`config.mk`:
```
export PLATFORM = sky130hd
export DESIGN_NAME = cdt_timer
export DESIGN_NICKNAME = d
export VERILOG_FILES = /design/src/rtl/cdt_pkg.sv /design/src/rtl/cdt_tick_sel.sv /design/src/rtl/cdt_regs.sv /design/src/rtl/cdt_counter.sv /design/src/rtl/cdt_irq.sv /design/src/rtl/cdt_timer.sv
export SDC_FILE = /design/constraint.sdc
export NUM_CORES = 1
export LEC_CHECK = 0
export ABC_AREA = 1
export CORE_ASPECT_RATIO = 0.8
export CORE_MARGIN = 10
export CORE_UTILIZATION = 25
export CTS_CLUSTER_SIZE = 12
export DETAILED_ROUTE_END_ITERATION = 7
export HOLD_SLACK_MARGIN = 0.02
export SLEW_MARGIN = 20
export SYNTH_ARGS = -nofsm -noshare
export SYNTH_HDL_FRONTEND = slang
export SYNTH_HIERARCHICAL = 1
export SYNTH_SLANG_ARGS = --single-unit
```
`constraint.sdc`:
```
create_clock -name clk -period 4.4 [get_ports clk]
set_input_delay 0.66 -clock clk [delete_from_list [all_inputs] [get_ports clk]]
set_output_delay 0.66 -clock clk [all_outputs]
set_load 0.01 [all_outputs]
```
`src/rtl/cdt_pkg.sv`:
```
package cdt_pkg;
    localparam int OFF_LOAD  = 'h00;
    localparam int OFF_VALUE = 'h04;
    localparam int OFF_CTRL  = 'h08;
    localparam int OFF_CLEAR = 'h0C;

    localparam int CB_RUN      = 7;
    localparam int CB_PERIODIC = 6;
    localparam int CB_FAST     = 3;

    typedef enum logic {
        ST_STOP  = 1'b0,
        ST_COUNT = 1'b1
    } cdt_state_e;
endpackage

```
`src/rtl/cdt_tick_sel.sv`:
```
module cdt_tick_sel (
    input  logic fast_sel_i,
    input  logic tick_fast_i,
    input  logic tick_slow_i,
    output logic tick_o
);
    always_comb begin
        tick_o = fast_sel_i ? tick_fast_i : tick_slow_i;
    end
endmodule

```
`src/rtl/cdt_regs.sv`:
```
module cdt_regs
    import cdt_pkg::*;
#(
    parameter int ADDR_W = 8,
    parameter int DATA_W = 32,
    parameter int CNT_W  = 32
) (
    input  logic              clk,
    input  logic              rst_n,
    input  logic              req_valid_i,
    input  logic              req_write_i,
    input  logic [ADDR_W-1:0] req_addr_i,
    input  logic [DATA_W-1:0] req_wdata_i,
    input  logic [CNT_W-1:0]  count_i,
    input  logic              running_i,
    output logic              load_wr_o,
    output logic [CNT_W-1:0]  load_val_o,
    output logic [CNT_W-1:0]  load_q_o,
    output logic              ctrl_wr_o,
    output logic              ctrl_run_o,
    output logic              periodic_o,
    output logic              fast_sel_o,
    output logic              clr_wr_o,
    output logic [DATA_W-1:0] rd_data_o
);
    logic              wr_en;
    logic              rd_en;
    logic [CNT_W-1:0]  load_q;
    logic              periodic_q;
    logic              fast_q;
    logic [DATA_W-1:0] rd_mux;
    logic [DATA_W-1:0] ctrl_view;

    assign wr_en      = req_valid_i && req_write_i;
    assign rd_en      = req_valid_i && !req_write_i;
    assign load_wr_o  = wr_en && (req_addr_i == ADDR_W'(OFF_LOAD));
    assign ctrl_wr_o  = wr_en && (req_addr_i == ADDR_W'(OFF_CTRL));
    assign clr_wr_o   = wr_en && (req_addr_i == ADDR_W'(OFF_CLEAR));
    assign load_val_o = req_wdata_i[CNT_W-1:0];
    assign ctrl_run_o = req_wdata_i[CB_RUN];
    assign load_q_o   = load_q;
    assign periodic_o = periodic_q;
    assign fast_sel_o = fast_q;

    always_ff @(posedge clk) begin
        if (!rst_n) begin
            load_q     <= '0;
            periodic_q <= 1'b0;
            fast_q     <= 1'b0;
        end else begin
            if (load_wr_o) begin
                load_q <= req_wdata_i[CNT_W-1:0];
            end
            if (ctrl_wr_o) begin
                periodic_q <= req_wdata_i[CB_PERIODIC];
                fast_q     <= req_wdata_i[CB_FAST];
            end
        end
    end

    always_comb begin
        ctrl_view              = '0;
        ctrl_view[CB_RUN]      = running_i;
        ctrl_view[CB_PERIODIC] = periodic_q;
        ctrl_view[CB_FAST]     = fast_q;
        unique case (1'b1)
            req_addr_i == ADDR_W'(OFF_LOAD):  rd_mux = DATA_W'(load_q);
            req_addr_i == ADDR_W'(OFF_VALUE): rd_mux = DATA_W'(count_i);
            req_addr_i == ADDR_W'(OFF_CTRL):  rd_mux = ctrl_view;
            default:                          rd_mux = '0;
        endcase
    end

    always_ff @(posedge clk) begin
        if (!rst_n) begin
            rd_data_o <= '0;
        end else if (rd_en) begin
            rd_data_o <= rd_mux;
        end
    end


    rd_hold_chk: assert property (@(posedge clk) disable iff (!rst_n)
        !rd_en |=> $stable(rd_data_o));
endmodule

```
`src/rtl/cdt_counter.sv`:
```
module cdt_counter
    import cdt_pkg::*;
#(
    parameter int CNT_W = 32
) (
    input  logic             clk,
    input  logic             rst_n,
    input  logic             load_wr_i,
    input  logic [CNT_W-1:0] load_val_i,
    input  logic [CNT_W-1:0] reload_val_i,
    input  logic             ctrl_wr_i,
    input  logic             ctrl_run_i,
    input  logic             periodic_i,
    input  logic             tick_i,
    output logic [CNT_W-1:0] count_o,
    output logic             running_o,
    output logic             underflow_o
);
    cdt_state_e       state_q;
    cdt_state_e       state_d;
    logic [CNT_W-1:0] count_q;
    logic [CNT_W-1:0] count_d;

    // state transitions: start / halt on control writes only
    always_comb begin
        state_d = state_q;
        unique case (state_q)
            ST_STOP:  if (ctrl_wr_i && ctrl_run_i)  state_d = ST_COUNT;
            ST_COUNT: if (ctrl_wr_i && !ctrl_run_i) state_d = ST_STOP;
            default:  state_d = ST_STOP;
        endcase
    end

    always_ff @(posedge clk) begin
        if (!rst_n) begin
            state_q <= ST_STOP;
            count_q <= '0;
        end else begin
            state_q <= state_d;
            count_q <= count_d;
        end
    end

    // outputs and count datapath
    always_comb begin
        underflow_o = 1'b0;
        count_d     = count_q;
        if (load_wr_i) begin
            count_d = load_val_i;
        end else begin
            unique case (state_q)
                ST_COUNT: begin
                    if (tick_i) begin
                        if (count_q == '0) begin
                            underflow_o = 1'b1;
                            count_d     = periodic_i ? reload_val_i : '1;
                        end else begin
                            count_d = count_q - 1'b1;
                        end
                    end
                end
                default: count_d = count_q;
            endcase
        end
    end

    assign count_o   = count_q;
    assign running_o = (state_q == ST_COUNT);


    load_copy_chk: assert property (@(posedge clk) disable iff (!rst_n)
        load_wr_i |=> count_q == $past(load_val_i));


    stop_hold_chk: assert property (@(posedge clk) disable iff (!rst_n)
        (state_q == ST_STOP && !load_wr_i) |=> $stable(count_q));


    reload_chk: assert property (@(posedge clk) disable iff (!rst_n)
        (underflow_o && periodic_i) |=> count_q == $past(reload_val_i));


    wrap_chk: assert property (@(posedge clk) disable iff (!rst_n)
        (underflow_o && !periodic_i) |=> count_q == {CNT_W{1'b1}});
endmodule

```
`src/rtl/cdt_irq.sv`:
```
module cdt_irq (
    input  logic clk,
    input  logic rst_n,
    input  logic underflow_i,
    input  logic clr_wr_i,
    output logic irq_o
);
    always_ff @(posedge clk) begin
        if (!rst_n) begin
            irq_o <= 1'b0;
        end else begin
            irq_o <= underflow_i || (irq_o && !clr_wr_i);
        end
    end


    irq_set_chk: assert property (@(posedge clk) disable iff (!rst_n)
        underflow_i |=> irq_o);


    irq_sticky_chk: assert property (@(posedge clk) disable iff (!rst_n)
        (irq_o && !clr_wr_i) |=> irq_o);


    irq_clear_chk: assert property (@(posedge clk) disable iff (!rst_n)
        (clr_wr_i && !underflow_i) |=> !irq_o);
endmodule

```
`src/rtl/cdt_timer.sv`:
```
module cdt_timer
    import cdt_pkg::*;
#(
    parameter int ADDR_W = 8,
    parameter int DATA_W = 32,
    parameter int CNT_W  = 32
) (
    input  logic              clk,
    input  logic              rst_n,
    input  logic              tick_fast_i,
    input  logic              tick_slow_i,
    input  logic              req_valid_i,
    input  logic              req_write_i,
    input  logic [ADDR_W-1:0] req_addr_i,
    input  logic [DATA_W-1:0] req_wdata_i,
    output logic [DATA_W-1:0] rd_data_o,
    output logic              irq_o
);
    logic             load_wr;
    logic [CNT_W-1:0] load_val;
    logic [CNT_W-1:0] load_q;
    logic             ctrl_wr;
    logic             ctrl_run;
    logic             periodic;
    logic             fast_sel;
    logic             clr_wr;
    logic             tick;
    logic [CNT_W-1:0] count;
    logic             running;
    logic             underflow;

    initial begin
        assert (CNT_W == 16 || CNT_W == 32) else $error("CNT_W must be 16 or 32");
        assert (DATA_W >= CNT_W && DATA_W >= 8) else $error("DATA_W too narrow");
    end

    cdt_regs #(.ADDR_W(ADDR_W), .DATA_W(DATA_W), .CNT_W(CNT_W)) regs_i (
        .clk         (clk),
        .rst_n       (rst_n),
        .req_valid_i (req_valid_i),
        .req_write_i (req_write_i),
        .req_addr_i  (req_addr_i),
        .req_wdata_i (req_wdata_i),
        .count_i     (count),
        .running_i   (running),
        .load_wr_o   (load_wr),
        .load_val_o  (load_val),
        .load_q_o    (load_q),
        .ctrl_wr_o   (ctrl_wr),
        .ctrl_run_o  (ctrl_run),
        .periodic_o  (periodic),
        .fast_sel_o  (fast_sel),
        .clr_wr_o    (clr_wr),
        .rd_data_o   (rd_data_o)
    );

    cdt_tick_sel tick_i (
        .fast_sel_i  (fast_sel),
        .tick_fast_i (tick_fast_i),
        .tick_slow_i (tick_slow_i),
        .tick_o      (tick)
    );

    cdt_counter #(.CNT_W(CNT_W)) cnt_i (
        .clk          (clk),
        .rst_n        (rst_n),
        .load_wr_i    (load_wr),
        .load_val_i   (load_val),
        .reload_val_i (load_q),
        .ctrl_wr_i    (ctrl_wr),
        .ctrl_run_i   (ctrl_run),
        .periodic_i   (periodic),
        .tick_i       (tick),
        .count_o      (count),
        .running_o    (running),
        .underflow_o  (underflow)
    );

    cdt_irq irq_i (
        .clk         (clk),
        .rst_n       (rst_n),
        .underflow_i (underflow),
        .clr_wr_i    (clr_wr),
        .irq_o       (irq_o)
    );
endmodule

```
==> results.sh <==
export IMPL_async_flop_share=0
export IMPL_skew_ps=9.54
export IMPL_cts_buffers=9
export IMPL_layout_cells_non_filler=1299
export IMPL_antenna_found_initial=0
export IMPL_synth_ff_type="dfxtp_1"
export IMPL_worstSetupStartpointType="primary input"
export IMPL_hp_class="reg2reg"
export IMPL_drv_slew=0
export IMPL_status="completed"
export IMPL_leakage_nw=2.99
export IMPL_critPathCaptureType="flip-flop"
export IMPL_syn_to_final_growth_pct=15.4
export IMPL_fp_dieH_um=161
export IMPL_yosys_top_cells_area="dfxtp_1 32%, nand2_1 15%, nor2_1 9.9%, nand3_1 5.1%, a21oi_1 5.0%"
export IMPL_period_needed_ps=2880
export IMPL_tightestPinTransition_ps=938
export IMPL_synth_top_cells_by_count="250 x nand2_1, 164 x nor2_1, 100 x dfxtp_1"
export IMPL_clkTransAtPathRegs_ps=70
export IMPL_arrival_ps=3090
export IMPL_core_area_um2=24400
export IMPL_rsz0062_at_grt="false"
export IMPL_gp_congestion=0.879
export IMPL_cts_sinks=100
export IMPL_grt_pass1_wl_um=32000
export IMPL_ios=79
export IMPL_synth_seq_cells=100
export IMPL_syn_area_um2=6220
export IMPL_cts_hold_buf=0
export IMPL_firstDrtPassIters=6
export IMPL_wl_per_cell_um=15.1
export IMPL_n_antenna_cell=0
export IMPL_cp_cell_sequence="clkdlybuf4s50_1, nor2_1, nand2_2, nor2_8, nand2_8, inv_8, inv_1, nand2_1, clkinv_1, nand2_1, nand2_1, inv_1, a21oi_1"
export IMPL_vias=5984
export IMPL_grt_max_degree=46
export IMPL_max_cap_violations=0
export IMPL_slowest_stage="clkdlybuf4s50_1"
export IMPL_cp_slowest_stage_delay_ps=450
export IMPL_crit_top_cell="nand2_1"
export IMPL_irDropWorstVdd_mv=0.135
export IMPL_viasPerCell=4.61
export IMPL_max_freq_mhz=347
export IMPL_drt_wl_total_um=19600
export IMPL_pre_cts_slack_ps=1210
export IMPL_synth_top_area_cell="dfxtp_1"
export IMPL_setup_ws_ps=1520
export IMPL_synth_sequential_area_ratio=0.322
export IMPL_finalCritPeriodShare=0.654
export IMPL_syn_avg_cell_area_um2=6.50
export IMPL_dp_hpwl_um=14000
export IMPL_grt_pass1_vias=5819
export IMPL_cts_root_buffer="clkbuf_16"
export IMPL_die_area_um2=31600
export IMPL_port_buffers=78
export IMPL_final_nets=1024
export IMPL_drc_errors=0
export IMPL_fin_setup_tns_ps=0
export IMPL_die_x_um=196
export IMPL_htree_num_levels=3
export IMPL_initial_core_util=0.255
export IMPL_hold_viol=0
export IMPL_post_cts_buffers=0
export IMPL_syn_nets=1006
export IMPL_ys_warn_count=6
export IMPL_synth_edff_count=0
export IMPL_postRouteAntennaNets=0
export IMPL_placementRows=51
export IMPL_cts_tree="yes"
export IMPL_grt_overflow_total=0
export IMPL_synth_cell_types=38
export IMPL_synth_top_area_frac=0.322
export IMPL_grt_total_usage=0.122
export IMPL_dp_cells=1283
export IMPL_drt_iter0_markers=504
export IMPL_setup_viol=0
export IMPL_slew_headroom=0.373
export IMPL_criticalPathCategory="in2reg"
export IMPL_worstPathRequired_ps=4610
export IMPL_netlist_instances=958
export IMPL_layout_drive_gt1_share=0.0948
export IMPL_worstSkewPairLatency_ps=340
export IMPL_crit_fanout=45
export IMPL_synth_most_common_cell="nand2_1"
export IMPL_cts_resized=0
export IMPL_cts_buffer_depth=2
export IMPL_power_density_nw_per_um2=260
## placed cells by master (no fill, tap or decap), drive strengths merged
master and count:
o21ai 62, clkinv 5, a31oi 1, nand3b 4, nor2 197, xnor2 2, ha 2, inv 60
dfxtp 100, or2 10, o221ai 16, buf 7, a31o 1, nand4 7, a21oi 71, clkbuf 11
o21bai 2, nand3 65, clkinvlp 2, nor3 4, nand2 262, xor2 12, clkdlybuf4s50 77, bufinv 1
## power by group
| group | internal [mW] | leakage, nW | switching (mW) |
|---|---|---|---|
| registers | 0.905 | 0.805 | 0.00129 |
| clock network | 0.444 | 0.136 | 0.357 |
| logic | 0.0620 | 2.05 | 0.0963 |
| total | 1.41 | 2.99 | 0.455 |
## flip-flops by register name, indices dropped and copies added (netlist names), named ones only
name and flops:
cnt_i/count_o 32, regs_i/load_q_o 32, regs_i/periodic_o 1, irq_i/irq_o 1
regs_i/rd_data_o 32, regs_i/fast_sel_o 1
## logic make-up after synthesis
logic type      synth area share
compound gates             0.140
flops                      0.322
simple gates               0.386
xor+xnor                  0.0197
buf+inv                    0.129
fa+ha+maj                0.00402
## critical path, delay by kind of cell
kind            cells  cell delay, ps
simple gates        7            1120
compound gates      1              50
buf+inv             5            1250
## through the flow
step	total power [mW]	util	cell area, um^2	hold slack (ps)
floorplan	1.03	-	6220	466
global placement	1.08	0.282	6890	455
detailed placement	1.09	0.282	6890	456
CTS	1.88	0.294	7180	467
global route	1.93	0.294	7180	487
finish	1.87	0.294	7180	464
## cell type report
cell class	instances	area, um^2
Tap cell	318	398
Multi-Input combinational cell	718	3420
Inverter	63	248
Fill cell	2726	17300
Sequential cell	100	2000
Clock buffer	11	233
Timing Repair Buffer	84	821
Clock inverter	5	62.6
## layer usage
layer  global-route usage  up-vias  part of all wire
li1                     -     3075                 -
met1                0.183     2716              0.52
met2                0.176      187              0.41
met3               0.0257        6             0.067
met4               0.0198        0            0.0047
met5                    0        -                 0
## worst paths after layout
kind	startpoint	to	slack [ps]	cells after the start
hold reg to reg	regs_i/rd_data_o[30]$_SDFFE_PN0P_	regs_i/rd_data_o[30]$_SDFFE_PN0P_	460	2
setup / recovery	req_addr_i[3]	cnt_i/count_o[11]$_SDFFE_PN0P_	1520	13
setup reg to reg	cnt_i/count_o[18]$_SDFFE_PN0P_	cnt_i/count_o[0]$_SDFFE_PN0P_	2330	9
hold / removal	regs_i/rd_data_o[30]$_SDFFE_PN0P_	regs_i/rd_data_o[30]$_SDFFE_PN0P_	460	2
Note: power is estimated with default switching activity, not from simulation.
